### src/rtl/sd_clk_div.sv
module sd_clk_div #(
  parameter int DIV_W  = 11,
  parameter int FAST_W = 3
) (
  input  logic             clk,
  input  logic             rst_n,
  input  logic             wr_en,
  input  logic [DIV_W-1:0] wr_div,
  input  logic             slow_card,
  input  logic             data_mode,
  output logic [DIV_W-1:0] div_q,
  output logic             card_clk,
  output logic             rise_stb
);
  localparam int CNT_W = DIV_W + 1;

  logic [CNT_W-1:0] cnt;
  logic [CNT_W-1:0] per_len;
  logic [CNT_W-1:0] next_len;
  logic             use_fast;
  logic             last;

  assign use_fast = data_mode & ~slow_card;
  assign next_len = use_fast
                  ? {{(CNT_W-FAST_W){1'b0}}, div_q[FAST_W-1:0]} + CNT_W'(2)
                  : {1'b0, div_q} + CNT_W'(2);
  assign last     = (cnt == per_len - CNT_W'(1));

  always_ff @(posedge clk) begin
    if (!rst_n) begin
      div_q   <= '0;
      cnt     <= '0;
      per_len <= CNT_W'(2);
    end else begin
      if (wr_en) div_q <= wr_div;
      if (last) begin
        cnt     <= '0;
        per_len <= next_len;
      end else begin
        cnt <= cnt + CNT_W'(1);
      end
    end
  end

  assign card_clk = (cnt < (per_len >> 1));
  assign rise_stb = (cnt == '0);
endmodule

### config.mk
export PLATFORM = sky130hd
export DESIGN_NAME = sd_clk_div
export DESIGN_NICKNAME = d
export VERILOG_FILES = /design/src/rtl/sd_clk_div.sv
export SDC_FILE = /design/constraint.sdc
export NUM_CORES = 1
export LEC_CHECK = 0
export BUFFER_PORTS_ARGS = -buffer_cell sky130_fd_sc_hd__clkbuf_2
export CORE_MARGIN = 3
export CORE_UTILIZATION = 50
export CTS_CLUSTER_SIZE = 8
export DETAILED_ROUTE_END_ITERATION = 16
export PLACE_DENSITY = 0.7
export SETUP_SLACK_MARGIN = 0.3
export SKIP_LAST_GASP = 1
export SLEW_MARGIN = 10
export SYNTH_ARGS = -nofsm -noshare
export SYNTH_HDL_FRONTEND = slang
export SYNTH_SLANG_ARGS = --single-unit
### constraint.sdc
create_clock -name clk -period 3.6 [get_ports clk]
set_clock_uncertainty 0.1 [all_clocks]
set_input_delay 0.72 -clock clk [delete_from_list [all_inputs] [get_ports clk]]
set_output_delay 0.72 -clock clk [all_outputs]
set_load 0.03 [all_outputs]
# After elaboration in Yosys (flattened, before gate mapping)

Index checks and enable logic that the tools add are counted.
W data, S select, Z words.

Bits in registers: 35
Bits in latches: 0
RAM bits: 0
Memory bits (read-only): 0
Bits of input ports: 16
Output and inout bits: 13
Memories: 0

Add/subtract/negate cells: 4
Multipliers: 0
Divide/modulo/power cells: 0
Magnitude comparators: 1
Equality and inequality tests: 1
Shift operators: 0
Muxes and demuxes: 1
Bitwise gates (word level): 3
Reduce and logical (&&, ||, !) cells: 2

Operator list:

| kind                    | number |
|---|---|
| $add A11 B2 Y12 const B | 1 |
| $add A12 B1 Y12 const B | 1 |
| $eq A12 B12 Y1          | 1 |
| $logic_not A12 Y1       | 1 |
| $lt A12 B11 Y1          | 1 |
| $mux W12                | 1 |
| $sub A12 B1 Y12 const B | 1 |
| $add A3 B2 Y4 const B   | 1 |
| $not A1 Y1              | 2 |
| $reduce_or A2 Y1        | 1 |
| $and A1 B1 Y1           | 1 |

# Longest topological paths before layout

Depth after elaboration: 3
Mapped depth: 9
Depth with buffers taken out: 8

# Least setup slack after synthesis

Ideal clock, no wire load.

Path kind: register to register
Start: register per_len[0]
End: register cnt[1]
Arrival time: 2610 ps
Required time: 3384 ps
Setup slack: 774 ps
Cell stages (with the launch flop): 9
Cell sequence: dfxtp_1 > or4_1 > clkbuf_1 > or4_1 > a2111oi_2 > o21ai_1 > a2111o_1 > buf_2 > and3_1

Cells in the longest elaborated chain, start to end: 3

Ends and longest elaborated chain:

| item                              | RTL line | text |
|---|---|---|
| start: declaration                | 18       | `logic [CNT_W-1:0] per_len;` |
| start signal: assignment          | 38       | `per_len <= next_len;` |
| $sub A12 B1 Y12                   | 27       | `assign last = (cnt == per_len - CNT_W'(1));` |
| $eq A12 B12 Y1                    | 27       |  |
| $reduce_or A2 Y1 (no source line) | --       |  |
| end signal: assignment            | 40       | `cnt <= cnt + CNT_W'(1);` |
| end: declaration                  | 17       | `logic [CNT_W-1:0] cnt;` |

No other way between the ends.
A chain may end at the register's enable or synchronous reset.

# Worst setup path in the final report

Start: register per_len[0]
End: register cnt[11]

Same word-level chain as after synthesis.

==> metrics list <==
* Status: finished clean
- Ratio of total power to cell area: 588 nW/um^2
- Unique masters post-synth: 44
- Counting instances, the worst hold path has a depth of 2.
- Maximum number of pins on one net before global-route repair: 41
* Total vias in the final route: 1839
- Internal portion of total power: 0.969 mW
* Switching power total: 0.533 mW
- By area the synthesized netlist is led by sky130_fd_sc_hd__dfxtp_1, sky130_fd_sc_hd__mux2i_1, sky130_fd_sc_hd__xnor2_1.
* 1st-iter DRT viols: 86
- Crit Reg-Reg Startpoint: per_len[0]$_SDFFE_PN0N_
- Max-cap violations in this run came to 0.
* Number of nets with antenna violations after detailed routing: 0
- IO buf count: 28
* Critical path start-end classification: flip-flop to flip-flop
- Half-perimeter wire length of the detailed placement result: 3.30 mm
- Async set-reset flop share out of synthesis: 0%
- The core region is 4170 sq um.
- The first detailed-routing pass ran for 4 iterations.
* Clock share of power: 28.0%
- Sum Neg Setup Slack: 0 ns
- The cell sitting at the root of the clock tree is a sky130_fd_sc_hd__clkbuf_8.
- In this run the core area contains 23 standard-cell rows.
* P_leak: 1.21 nW
- Fraction of synthesized cell area taken by the top area cell type: 31.0%
- Layout cell share with drive strength beyond 1: 14.7%
- The clock drives 35 sinks.
* Highest net fanout along the worst path: 11
- Measured in cells, the most critical reg-to-reg path has a length of 7.
- The cell count after synthesis came out at 261.
- Arrival time at the worst endpoint: 3.18 ns
* Count of flip-flops with a built-in enable after synthesis: 0
- Largest stage delay on the critical path: 0.68 ns
- Total CTS buffers: 5
* Summed instance area of the synthesized netlist: 2260 sq um
* Peak Freq: 322 MHz
* Final count of hold timing violations: 0
* Post-synth net total: 291
- Worst reg2reg path endpoint: cnt[11]$_SDFF_PP0_
- Dividing the detail-routed wire length by the instance count gives 13.5 um.
* Total count of max-transition violations in the final report: 0
- Worst Hold Path EP: per_len[0]$_SDFFE_PN0N_
- Final Wtd Congestion: 0.858
- Most area-hungry cell type in the Yosys netlist: sky130_fd_sc_hd__dfxtp_1
- Avg Vias per Cell: 5.49
- In this run the mean area of a mapped cell was 8.67 sq um.
* Net switching fraction of the power: 35.5%
- Yosys reg bits: 35
- In this run, the combinational gates consume 39.3% of the power.
- Critical Path Slowest Stage Cell: sky130_fd_sc_hd__or4_1
- Startpoint type of the worst setup path: flip-flop
- Critical-path cell list: or4_1 -> or4_1 -> a2111oi_2 -> o21ai_1 -> a2111o_2 -> buf_4 -> and3_1
- Classification of the worst-slack hold path: flip-flop to flip-flop
* Final Total Pwr: 1.50 mW
* Global routing usage summed across all routing layers: 19.4%
- Max_slew headroom: 47.7%
* Proportion of synthesized chip area in sequential cells: 31.0%
* CTS tree: built
* Leading cell type by number of instances after synthesis: sky130_fd_sc_hd__dfxtp_1
* Leading register cell type out of synthesis: sky130_fd_sc_hd__dfxtp_1
- Grouping stages by cell kind, the critical path spends the most delay in simple AND/OR/NAND/NOR gates.
- Timing analysis after detailed placement gives a worst setup slack of 0.365 ns.
* Actual transition at the worst max-transition pin: 0.775 ns
- Clock latency on the worst-skew pair, taken at its later pin, is 0.29 ns.
- Max Buffers Root-to-Sink: 2
* Starting Density: 54.2%
- Across all register-to-register paths, the minimum setup slack is 0.50 ns.
* Total wire length after detailed routing: 4.53 mm
- Time the worst path needs with I/O delays and setup: 3.10 ns
- Top cells by instance count after synthesis: sky130_fd_sc_hd__dfxtp_1, sky130_fd_sc_hd__nand2_1, sky130_fd_sc_hd__xnor2_1, sky130_fd_sc_hd__mux2i_1, sky130_fd_sc_hd__and3_1
- CP Buf/Inv Count: 1
- For the worst setup path, the data required time is 3.68 ns.
* Critical Path End Type: flip-flop
- Ant diodes: 0
- The total overflow left after global routing is 0.
* Height of the chip: 73.3 um
- RSZ-0062 raised after global routing: false
- In the routed design, unresolved DRC markers number 0.
* Global-route wire length before repair: 8.23 mm
* Clock H-tree levels: 2
- Minimum setup slack in the final design: 0.496 ns
* Vias in the first global route: 1752
- In this run the most critical hold path is launched from div_q[0]$_SDFFE_PN0P_.
* Final Cycle Share: 86.2%
- Clock-pin slew was measured on the worst setup and hold paths at 0.08 ns.
- At the end of the flow, the number of nets in the layout was 314.
- Flop pwr share: 32.7%
- Total setup violations reported at the end of the flow: 0
- Number of top-level pins: 29
* Cell depth of the worst setup path: 7
* Number of antenna violations at the first check in global routing: 0
- Total die area: 5370 sq um
* Most prevalent standard cell on the critical path: sky130_fd_sc_hd__or4_1
- From synthesis to final layout, the design area changed by 12.8%.
- Yosys printed 0 warnings.
- Largest voltage drop on the vdd net: 0.000310 V
- From left edge to right edge, the die measures 73.3 um.
==> registers in the layout, summed over array words and instances (netlist names) <==
| signal | cells |
|---|---|
| div_q | 11 |
| per_len | 12 |
| cnt | 12 |
==> metrics by stage <==
| step | instances | utilization, % | instance area (sq um) | hold slack (ns) |
|---|---|---|---|---|
| floorplan | 261 | - | 2260 | 0.347 |
| global placement | 325 | 57.6 | 2400 | 0.374 |
| detailed placement | 325 | 57.6 | 2400 | 0.370 |
| CTS | 333 | 60.8 | 2540 | 0.382 |
| global route | 335 | 61.2 | 2550 | 0.424 |
| finish | 335 | 61.2 | 2550 | 0.374 |
==> power groups by stage <==
stage	registers [mW]	logic [mW]	clock network, mW
after floorplan	0.483	0.460	0
after global placement	0.498	0.548	0
after detailed placement	0.500	0.555	0
after CTS	0.492	0.562	0.431
after global routing	0.500	0.655	0.445
final	0.491	0.590	0.421
==> cell usage in the layout, fill, tap and decap left out, drive strengths merged, types with 2 or more instances in the layout <==
cell type,n
dfxtp,35
o211ai,2
nor2,6
ha,14
xnor2,24
bufinv,2
xor2,11
nand2b,2
or4,2
and3,18
nand3,13
o21ai,3
nor3,7
a21oi,2
buf,3
a21o,5
nor4,2
clkbuf,34
mux2i,22
nor2b,11
nand2,29
a2111oi,2
or3,2
inv,15
nand4,3
==> kinds of logic (layout without fill, tap and decap cells) <==
logic type / count (synthesis) / in the layout / synth area share (%)
XOR/XNOR: 35 / 35 / 13.5
AO/OA/AOI/OAI: 23 / 23 / 8.29
AND/OR/NAND/NOR: 101 / 101 / 23.7
buffers and inverters: 30 / 54 / 5.53
adder cells (fa/ha/maj): 14 / 14 / 7.74
multiplexers: 23 / 23 / 10.2
flip-flops: 35 / 35 / 31.0
==> tightest hold or removal path: cells and delay by family, from the launching register on <==
family / cells / cell delay (ns)
AND/OR/NAND/NOR: 1 / 0.05
multiplexers: 1 / 0.05
flip-flops: 1 / 0.33
==> cell type report <==
cell class                      count  area [sq um]
Clock buffer                        6          72.6
Clock inverter                      2          60.1
Fill cell                         388          1620
Inverter                           15          56.3
Multi-Input combinational cell    196          1440
Sequential cell                    35           701
Tap cell                           50          62.6
Timing Repair Buffer               31           163
==> worst max path at each step <==
stage,start,to
after global routing,per_len[0]$_SDFFE_PN0N_,cnt[8]$_SDFF_PP0_
after detailed placement,per_len[0]$_SDFFE_PN0N_,per_len[4]$_SDFFE_PN0N_
after CTS,per_len[0]$_SDFFE_PN0N_,per_len[1]$_SDFFE_PN1N_
final,per_len[0]$_SDFFE_PN0N_,cnt[11]$_SDFF_PP0_
after global placement,per_len[0]$_SDFFE_PN0N_,per_len[1]$_SDFFE_PN1N_
after floorplan,per_len[0]$_SDFFE_PN0N_,cnt[1]$_SDFF_PP0_
==> per-layer routing <==
layer  vias to the layer above  part of all wire, %  GRT usage [%]
met3                         7                  3.8           4.79
met1                       863                   50           26.5
met5                         -                    0              0
met2                        23                   45           30.3
li1                        946                    -              -
met4                         0                  1.5           5.53
==> timing repair <==
| action | in CTS | in global routing |
|---|---|---|
| hold buffers | 0 | 0 |
| setup endpoints to repair | 0 | 18 |
| endpoints found under the hold margin | 0 | 0 |
| gates resized for setup | 0 | 1 |
| setup buffers | 0 | 2 |
No activity file was read; power rests on OpenSTA's default activity.
